File: src/rtl/owr_pkg.sv
package owr_pkg;

   typedef enum logic [1:0] {
      RSP_IDLE    = 2'd0,
      RSP_WAIT    = 2'd1,
      RSP_PULL    = 2'd2,
      RSP_RECOVER = 2'd3
   } rsp_state_e;

   typedef struct packed {
      logic hit;
      logic to_od;
   } rst_verdict_t;

   function automatic int max_int(input int a, input int b);
      return (a > b) ? a : b;
   endfunction

endpackage

File: src/rtl/owr_sync.sv
module owr_sync #(
   parameter int STAGES     = 2,
   parameter bit IDLE_LEVEL = 1'b1
) (
   input  logic clk,
   input  logic rst_n,
   input  logic d,
   output logic q
);
   generate
      if (STAGES < 2) begin : g_bad
         $error("owr_sync: STAGES must be at least 2");
      end
   endgenerate

   logic [STAGES-1:0] chain;

   always_ff @(posedge clk or negedge rst_n) begin
      if (!rst_n) chain <= {STAGES{IDLE_LEVEL}};
      else        chain <= {chain[STAGES-2:0], d};
   end

   assign q = chain[STAGES-1];
endmodule

File: src/rtl/owr_us_tick.sv
module owr_us_tick #(
   parameter int CLKS_PER_US = 200
) (
   input  logic clk,
   input  logic rst_n,
   input  logic clr,
   output logic tick
);
   localparam int CW = $clog2(CLKS_PER_US);
   localparam logic [CW-1:0] LAST = CW'(CLKS_PER_US - 1);

   generate
      if (CLKS_PER_US < 2) begin : g_bad
         $error("owr_us_tick: CLKS_PER_US must be at least 2");
      end
   endgenerate

   logic [CW-1:0] cnt;

   assign tick = !clr && (cnt == LAST);

   always_ff @(posedge clk or negedge rst_n) begin
      if (!rst_n)            cnt <= '0;
      else if (clr || tick)  cnt <= '0;
      else                   cnt <= cnt + 1'b1;
   end
endmodule

File: src/rtl/owr_low_meter.sv
module owr_low_meter #(
   parameter int STD_RST_US = 480,
   localparam int LW = $clog2(STD_RST_US + 1)
) (
   input  logic          clk,
   input  logic          rst_n,
   input  logic          bus_s,
   input  logic          tick,
   input  logic          idle,
   output logic          fall_idle,
   output logic          rel_armed,
   output logic [LW-1:0] low_us
);
   localparam logic [LW-1:0] SAT = LW'(STD_RST_US);

   logic bus_d;
   logic armed;
   logic fall;
   logic rise;

   assign fall      = !bus_s && bus_d;
   assign rise      = bus_s && !bus_d;
   assign fall_idle = fall && idle;
   assign rel_armed = rise && armed;

   always_ff @(posedge clk or negedge rst_n) begin
      if (!rst_n) begin
         bus_d  <= 1'b1;
         armed  <= 1'b0;
         low_us <= '0;
      end else begin
         bus_d <= bus_s;
         if (fall)      armed <= idle;
         else if (rise) armed <= 1'b0;
         if (fall)
            low_us <= '0;
         else if (tick && !bus_s && (low_us != SAT))
            low_us <= low_us + 1'b1;
      end
   end

   // an edge seen during a response never arms the classifier
   assert_busy_fall_unarmed_R9: assert property (@(posedge clk) disable iff (!rst_n)
      (fall && !idle) |=> !armed);
endmodule

File: src/rtl/owr_responder.sv
module owr_responder
   import owr_pkg::*;
#(
   parameter int PDH_STD_US = 30,
   parameter int PDL_STD_US = 120,
   parameter int REC_STD_US = 5,
   parameter int PDH_OD_US  = 3,
   parameter int PDL_OD_US  = 12,
   parameter int REC_OD_US  = 2
) (
   input  logic clk,
   input  logic rst_n,
   input  logic start,
   input  logic use_od,
   input  logic tick,
   output logic busy,
   output logic pull,
   output logic ready
);
   localparam int MAXT = max_int(max_int(max_int(PDH_STD_US, PDL_STD_US), REC_STD_US),
                                 max_int(max_int(PDH_OD_US, PDL_OD_US), REC_OD_US));
   localparam int PW = $clog2(MAXT + 1);

   generate
      if (PDH_STD_US < 1 || PDL_STD_US < 1 || REC_STD_US < 1 ||
          PDH_OD_US < 1 || PDL_OD_US < 1 || REC_OD_US < 1) begin : g_bad
         $error("owr_responder: every phase length must be at least 1");
      end
   endgenerate

   rsp_state_e    state;
   logic [PW-1:0] phase;
   logic [PW-1:0] limit;
   logic          od_r;
   logic          ready_q;
   logic          last;

   always_comb begin
      unique case (state)
         RSP_WAIT:    limit = od_r ? PW'(PDH_OD_US) : PW'(PDH_STD_US);
         RSP_PULL:    limit = od_r ? PW'(PDL_OD_US) : PW'(PDL_STD_US);
         RSP_RECOVER: limit = od_r ? PW'(REC_OD_US) : PW'(REC_STD_US);
         default:     limit = PW'(1);
      endcase
   end

   assign last = tick && (phase == limit - 1'b1);

   always_ff @(posedge clk or negedge rst_n) begin
      if (!rst_n) begin
         state   <= RSP_IDLE;
         phase   <= '0;
         od_r    <= 1'b0;
         ready_q <= 1'b0;
      end else begin
         ready_q <= (state == RSP_RECOVER) && last;
         if (start) begin
            state <= RSP_WAIT;
            phase <= '0;
            od_r  <= use_od;
         end else if (state != RSP_IDLE) begin
            if (last) begin
               phase <= '0;
               unique case (state)
                  RSP_WAIT:    state <= RSP_PULL;
                  RSP_PULL:    state <= RSP_RECOVER;
                  default:     state <= RSP_IDLE;
               endcase
            end else if (tick) begin
               phase <= phase + 1'b1;
            end
         end
      end
   end

   assign busy  = (state != RSP_IDLE);
   assign pull  = (state == RSP_PULL);
   assign ready = ready_q;

   // a response is only ever launched from rest
   assert_start_from_idle_R9: assert property (@(posedge clk) disable iff (!rst_n)
      start |-> (state == RSP_IDLE));
   // the strobe lasts one cycle
   assert_ready_single_R8: assert property (@(posedge clk) disable iff (!rst_n)
      ready |=> !ready);
   // the strobe arrives once the window has closed
   assert_ready_after_window_R8: assert property (@(posedge clk) disable iff (!rst_n)
      ready |-> (!busy && !pull));
endmodule

File: src/rtl/owire_reset_responder.sv
module owire_reset_responder
   import owr_pkg::*;
#(
   parameter int CLKS_PER_US   = 200,
   parameter int SYNC_STAGES   = 2,
   parameter int STD_RST_US    = 480,
   parameter int OD_RST_MIN_US = 48,
   parameter int OD_RST_MAX_US = 80,
   parameter int PDH_STD_US    = 30,
   parameter int PDL_STD_US    = 120,
   parameter int REC_STD_US    = 5,
   parameter int PDH_OD_US     = 3,
   parameter int PDL_OD_US     = 12,
   parameter int REC_OD_US     = 2
) (
   input  logic clk,
   input  logic rst_n,
   input  logic bus_in,
   input  logic od_set,
   output logic bus_pull_low,
   output logic speed_od,
   output logic data_ready
);
   localparam int LW = $clog2(STD_RST_US + 1);
   localparam logic [LW-1:0] STD_MIN = LW'(STD_RST_US);
   localparam logic [LW-1:0] OD_MIN  = LW'(OD_RST_MIN_US);
   localparam logic [LW-1:0] OD_MAX  = LW'(OD_RST_MAX_US);

   generate
      if (OD_RST_MIN_US > OD_RST_MAX_US || OD_RST_MAX_US >= STD_RST_US) begin : g_bad
         $error("owire_reset_responder: reset limits must satisfy MIN <= MAX < STD");
      end
   endgenerate

   logic          bus_s;
   logic          tick;
   logic          tick_clr;
   logic          fall_idle;
   logic          rel_armed;
   logic [LW-1:0] low_us;
   logic          busy;
   logic          start;
   logic          speed_q;
   rst_verdict_t  verdict;

   owr_sync #(.STAGES(SYNC_STAGES), .IDLE_LEVEL(1'b1)) u_sync (
      .clk(clk), .rst_n(rst_n), .d(bus_in), .q(bus_s)
   );

   owr_us_tick #(.CLKS_PER_US(CLKS_PER_US)) u_tick (
      .clk(clk), .rst_n(rst_n), .clr(tick_clr), .tick(tick)
   );

   owr_low_meter #(.STD_RST_US(STD_RST_US)) u_meter (
      .clk(clk), .rst_n(rst_n), .bus_s(bus_s), .tick(tick), .idle(!busy),
      .fall_idle(fall_idle), .rel_armed(rel_armed), .low_us(low_us)
   );

   always_comb begin
      verdict = '0;
      if (low_us >= STD_MIN) begin
         verdict.hit   = 1'b1;
         verdict.to_od = 1'b0;
      end else if (speed_q && (low_us >= OD_MIN) && (low_us <= OD_MAX)) begin
         verdict.hit   = 1'b1;
         verdict.to_od = 1'b1;
      end else if (speed_q && (low_us > OD_MAX)) begin
         verdict.hit   = 1'b1;
         verdict.to_od = 1'b0;
      end
   end

   assign start    = rel_armed && verdict.hit;
   assign tick_clr = fall_idle || start;

   always_ff @(posedge clk or negedge rst_n) begin
      if (!rst_n)      speed_q <= 1'b0;
      else if (start)  speed_q <= verdict.to_od;
      else if (od_set) speed_q <= 1'b1;
   end

   owr_responder #(
      .PDH_STD_US(PDH_STD_US), .PDL_STD_US(PDL_STD_US), .REC_STD_US(REC_STD_US),
      .PDH_OD_US(PDH_OD_US),   .PDL_OD_US(PDL_OD_US),   .REC_OD_US(REC_OD_US)
   ) u_resp (
      .clk(clk), .rst_n(rst_n), .start(start), .use_od(verdict.to_od), .tick(tick),
      .busy(busy), .pull(bus_pull_low), .ready(data_ready)
   );

   assign speed_od = speed_q;

   // a long low always ends at standard speed
   assert_long_low_std_R3: assert property (@(posedge clk) disable iff (!rst_n)
      (rel_armed && (low_us >= STD_MIN)) |=> (!speed_od && busy));
   // the overdrive order lands one cycle later
   assert_od_set_applies_R2: assert property (@(posedge clk) disable iff (!rst_n)
      (od_set && !start) |=> speed_od);
   // a short overdrive reset keeps overdrive
   assert_short_od_keeps_R4: assert property (@(posedge clk) disable iff (!rst_n)
      (rel_armed && speed_od && (low_us >= OD_MIN) && (low_us <= OD_MAX)) |=> (speed_od && busy));
   // a glitch at overdrive launches nothing
   assert_od_glitch_ignored_R6: assert property (@(posedge clk) disable iff (!rst_n)
      (rel_armed && speed_od && (low_us < OD_MIN) && !od_set) |=> (speed_od && !busy));
endmodule

File: config.mk
export PLATFORM = sky130hd
export DESIGN_NAME = owire_reset_responder
export DESIGN_NICKNAME = d
export VERILOG_FILES = /design/src/rtl/owr_pkg.sv /design/src/rtl/owr_sync.sv /design/src/rtl/owr_us_tick.sv /design/src/rtl/owr_low_meter.sv /design/src/rtl/owr_responder.sv /design/src/rtl/owire_reset_responder.sv
export SDC_FILE = /design/constraint.sdc
export NUM_CORES = 1
export LEC_CHECK = 0
export BUFFER_PORTS_ARGS = -buffer_cell sky130_fd_sc_hd__buf_2
export CELL_PAD_IN_SITES_DETAIL_PLACEMENT = 0
export CELL_PAD_IN_SITES_GLOBAL_PLACEMENT = 2
export CORE_ASPECT_RATIO = 1.25
export CORE_MARGIN = 1
export CORE_UTILIZATION = 40
export DETAILED_ROUTE_END_ITERATION = 6
export PLACE_DENSITY = 0.79
export SLEW_MARGIN = 15
export SYNTH_ARGS = -nofsm -noshare
export SYNTH_HDL_FRONTEND = slang
export SYNTH_SLANG_ARGS = --single-unit
export TNS_END_PERCENT = 1
File: constraint.sdc
create_clock -name clk -period 2.9 [get_ports clk]
set_input_delay 0.145 -clock clk [delete_from_list [all_inputs] [get_ports clk]]
set_output_delay 0.145 -clock clk [all_outputs]
set_load 0.1 [all_outputs]
==> qor.yml <==
run_status:
  status: "complete, no violations"
yosys:
  syn_nets: 209
  synth_top_family_by_area: "simple AND/OR/NAND/NOR gates"
  synth_mux_area_share_pct: 1.04
  ys_top_cells_by_area: "dfrtp_1 39%, ha_1 7.8%, xnor2_1 6.8%"
  synth_fa_ha_area_share_pct: 7.79
  synth_xor_area_share_pct: 11.8
  ys_seq_area_share_pct: 43.0
  async_flop_share_pct: 100
  yosys.area.top_type_share_pct: 38.9
  synth_edf_count: 0
  syn_inst: 193
  synth-compound-area-share_pct: 8.76
  ys.flop_type: "dfrtp_1"
  synth_cell_types: 42
  ys_warn_count: 0
  postSynthAreaPerCell_sq_um: 9.99
  ys_ff_latch: 33
  yosys.area.top_type: "dfrtp_1"
  syn_area_sq_mm: 0.00193
  yosys.area_share.simple_pct: 24.4
global_route:
  overflow: 0
  met2_usage_pct: 28.8
  grt_usage_pct: 16.7
  grt_use_met1_pct: 20.6
  antenna_found_initial: 0
  grt_max_degree: 34
  grt_pass1_wl_mm: 6.57
  grt_use_met3_pct: 3.86
  grt_pass1_vias: 1361
  busiest_layer: "met2"
routing:
  ant_nets: 0
  post_drt_wl_per_cell_um: 14.2
  routed_wl_mm: 3.76
  vias_per_cell: 5.38
  drtIter0Drc: 66
  dr.pass1.iters: 4
  drc: 0
  vias: 1420
clocking:
  clock_sinks: 33
  cts_made_buffers: 5
  root_buffer: "clkbuf_8"
  post_cts_buffers: 0
  cts-htree-levels: 2
  clk_pin_slew_ns: 0.07
  worstSkewPairLatency_ns: 0.28
  cts_tree: "done"
  clockBufferDepth: 2
setup_path:
  path_max_fanout: 7
  startpoint_type: "flip-flop"
  crit_arrival_ns: 2.85
  rr_worst_depth: 8
  r2r_end: "u_resp.ready$_DFF_PN0_"
  crit_type: "flip-flop to flip-flop"
  critical_path.endpoint_type: "flip-flop"
  reg2reg_slack_ns: 0.23
  rr_startpoint: "u_resp.state[0]$_DFFE_PN0P_"
  required_ns: 3.08
sta:
  setup_viol: 0
  fin_skew_ns: 0.00528
  fin_crit_ns: 2.67
  tightestPinTransition_ns: 0.743
  worst_slew_margin_rel_pct: 50.5
  rsz0062_at_grt: "false"
  slew_violations: 0
  timing.setup.tns_ns: 0
  post-route-period-util_pct: 92.1
  hold_violations: 0
  fmax_ghz: 0.374
layout:
  area_growth_pct: 11.7
  nets: 221
  utilization_pct: 47.6
  drive_above_1_share_pct: 13.1
  fill_cells: 447
  antenna_cells: 0
pwr:
  power_density_mw_per_mm2: 472
  ir_drop_mv: 0.281
  p_leak_nw: 0.905
  power.total_mw: 1.02
floorplan:
  start_util_pct: 42.6
  core_sq_mm: 0.00453
  die_width_um: 64.1
  row_count: 27
  die-area_sq_mm: 0.00510
  ioPinCount: 7
  die_h_um: 79.6
placement:
  gp_congestion: 0.808
  dp_hpwl_mm: 2.70
  io_buffers: 6
hold_path:
  hp-class: "input port to flip-flop"
  hold_path_depth: 3
  hold_start: "od_set"
  holdPathEnd: "speed_od$_DFFE_PN0P_"
run:
  maxCapViolations: 0
## what timing repair did
action                                  4_1_cts  5_1_grt
endpoints found under the setup margin        0        7
gates resized for setup                       0        0
hold buffers                                  2        0
endpoints found under the hold margin        31        0
## cell families (layout without fill, tap and decap cells)
kind of cell / count (synthesis) / count (layout)
buffers and inverters: 14 / 27
AOI/OAI and AO/OA: 26 / 26
and+or+nand+nor: 80 / 80
DFF: 33 / 33
adders and majority gates: 12 / 12
muxes: 2 / 2
xor gates and xnor gates: 26 / 26
## flip-flops by register name, summed over array words and instances, names as in the netlist, 2 cells and up
signal          count
u_meter.low_us      9
u_tick.cnt          8
u_resp.phase        7
u_resp.state        2
u_sync.chain        2
## power breakdown
part | switching, mW | total [mW] | internal (mW)
clock network | 0.167 | 0.447 | 0.280
registers | 0.0220 | 0.507 | 0.485
logic | 0.0354 | 0.0617 | 0.0263
total | 0.225 | 1.02 | 0.791
## Yosys cell counts, drive strengths merged, types with 3 or more instances
cell     instances
ha              12
and3             4
nand4            3
and4             3
nand3            6
nor3            12
clkbuf           3
o2111ai          3
nor4             5
xnor2           15
nor2            24
xor2            11
a21oi            3
inv              9
dfrtp           30
o21ai           10
nand2           10
dfstp            3
## metal layers
| metal | part of all wire [%] | vias up |
|---|---|---|
| li1 | - | 704 |
| met1 | 46 | 690 |
| met2 | 51 | 20 |
| met3 | 2.3 | 6 |
| met4 | 1.4 | 0 |
| met5 | 0 | - |
## cell type report
type                       count  area (sq um)  area share [%]
clock inverter                 1          30.0            1.39
inverter                       9          33.8            1.57
timing repair buffer          10          65.1            3.02
sequential                    33           830            38.5
tap                           58          72.6            3.37
multi-input combinational    146          1040            48.1
clock buffer                   7          86.3            4.01
## worst max-delay path by stage
stage	startpoint	end	slack, ns	depth (start not counted)
after global routing	u_resp.state[0]$_DFFE_PN0P_	u_resp.state[1]$_DFFE_PN0P_	0.003	8
after floorplan	u_resp.state[0]$_DFFE_PN0P_	u_resp.state[0]$_DFFE_PN0P_	0.12	8
final	u_resp.state[0]$_DFFE_PN0P_	u_resp.ready$_DFF_PN0_	0.23	8
after global placement	u_resp.state[0]$_DFFE_PN0P_	u_resp.state[1]$_DFFE_PN0P_	0.24	8
after CTS	u_resp.state[0]$_DFFE_PN0P_	u_resp.state[1]$_DFFE_PN0P_	0.08	8
after detailed placement	u_resp.state[0]$_DFFE_PN0P_	u_resp.state[1]$_DFFE_PN0P_	0.1	8
## critical path: stages (launching register included)
cell	delay (ns)
dfrtp_1	0.45
ha_1	0.28
nor2b_1	0.15
a211oi_1	0.34
ha_1	0.32
xor2_1	0.15
o2111ai_1	0.21
nor3_1	0.40
nor4b_1	0.27
## through the flow
stage	hold WS, ns	std cells	instance area [sq um]	worst slack, ns
final	0.120	264	2150	0.228
after global routing	0.131	264	2150	0.00308
after CTS	0.114	264	2150	0.0830
after detailed placement	0.251	254	2020	0.0963
after global placement	0.248	254	2020	0.236
after floorplan	-0.151	193	1930	0.124
## cells in the final DEF (no fill, tap or decap), drive strengths merged, types with 2 or more instances in the layout
cell type	n
nor4	5
nand4	3
o211ai	2
ha	12
nor3	12
and3	4
o2111ai	3
dlygate4sd3	2
dfstp	3
xnor2	15
or3	2
nand2	10
or4	2
clkbuf	7
buf	8
nor3b	2
o21ai	10
mux2i	2
nand3b	2
xor2	11
nand3	6
and4	3
nor2	24
a21oi	3
a211oi	2
dfrtp	30
inv	9
Note: power is estimated with default switching activity, not from simulation.
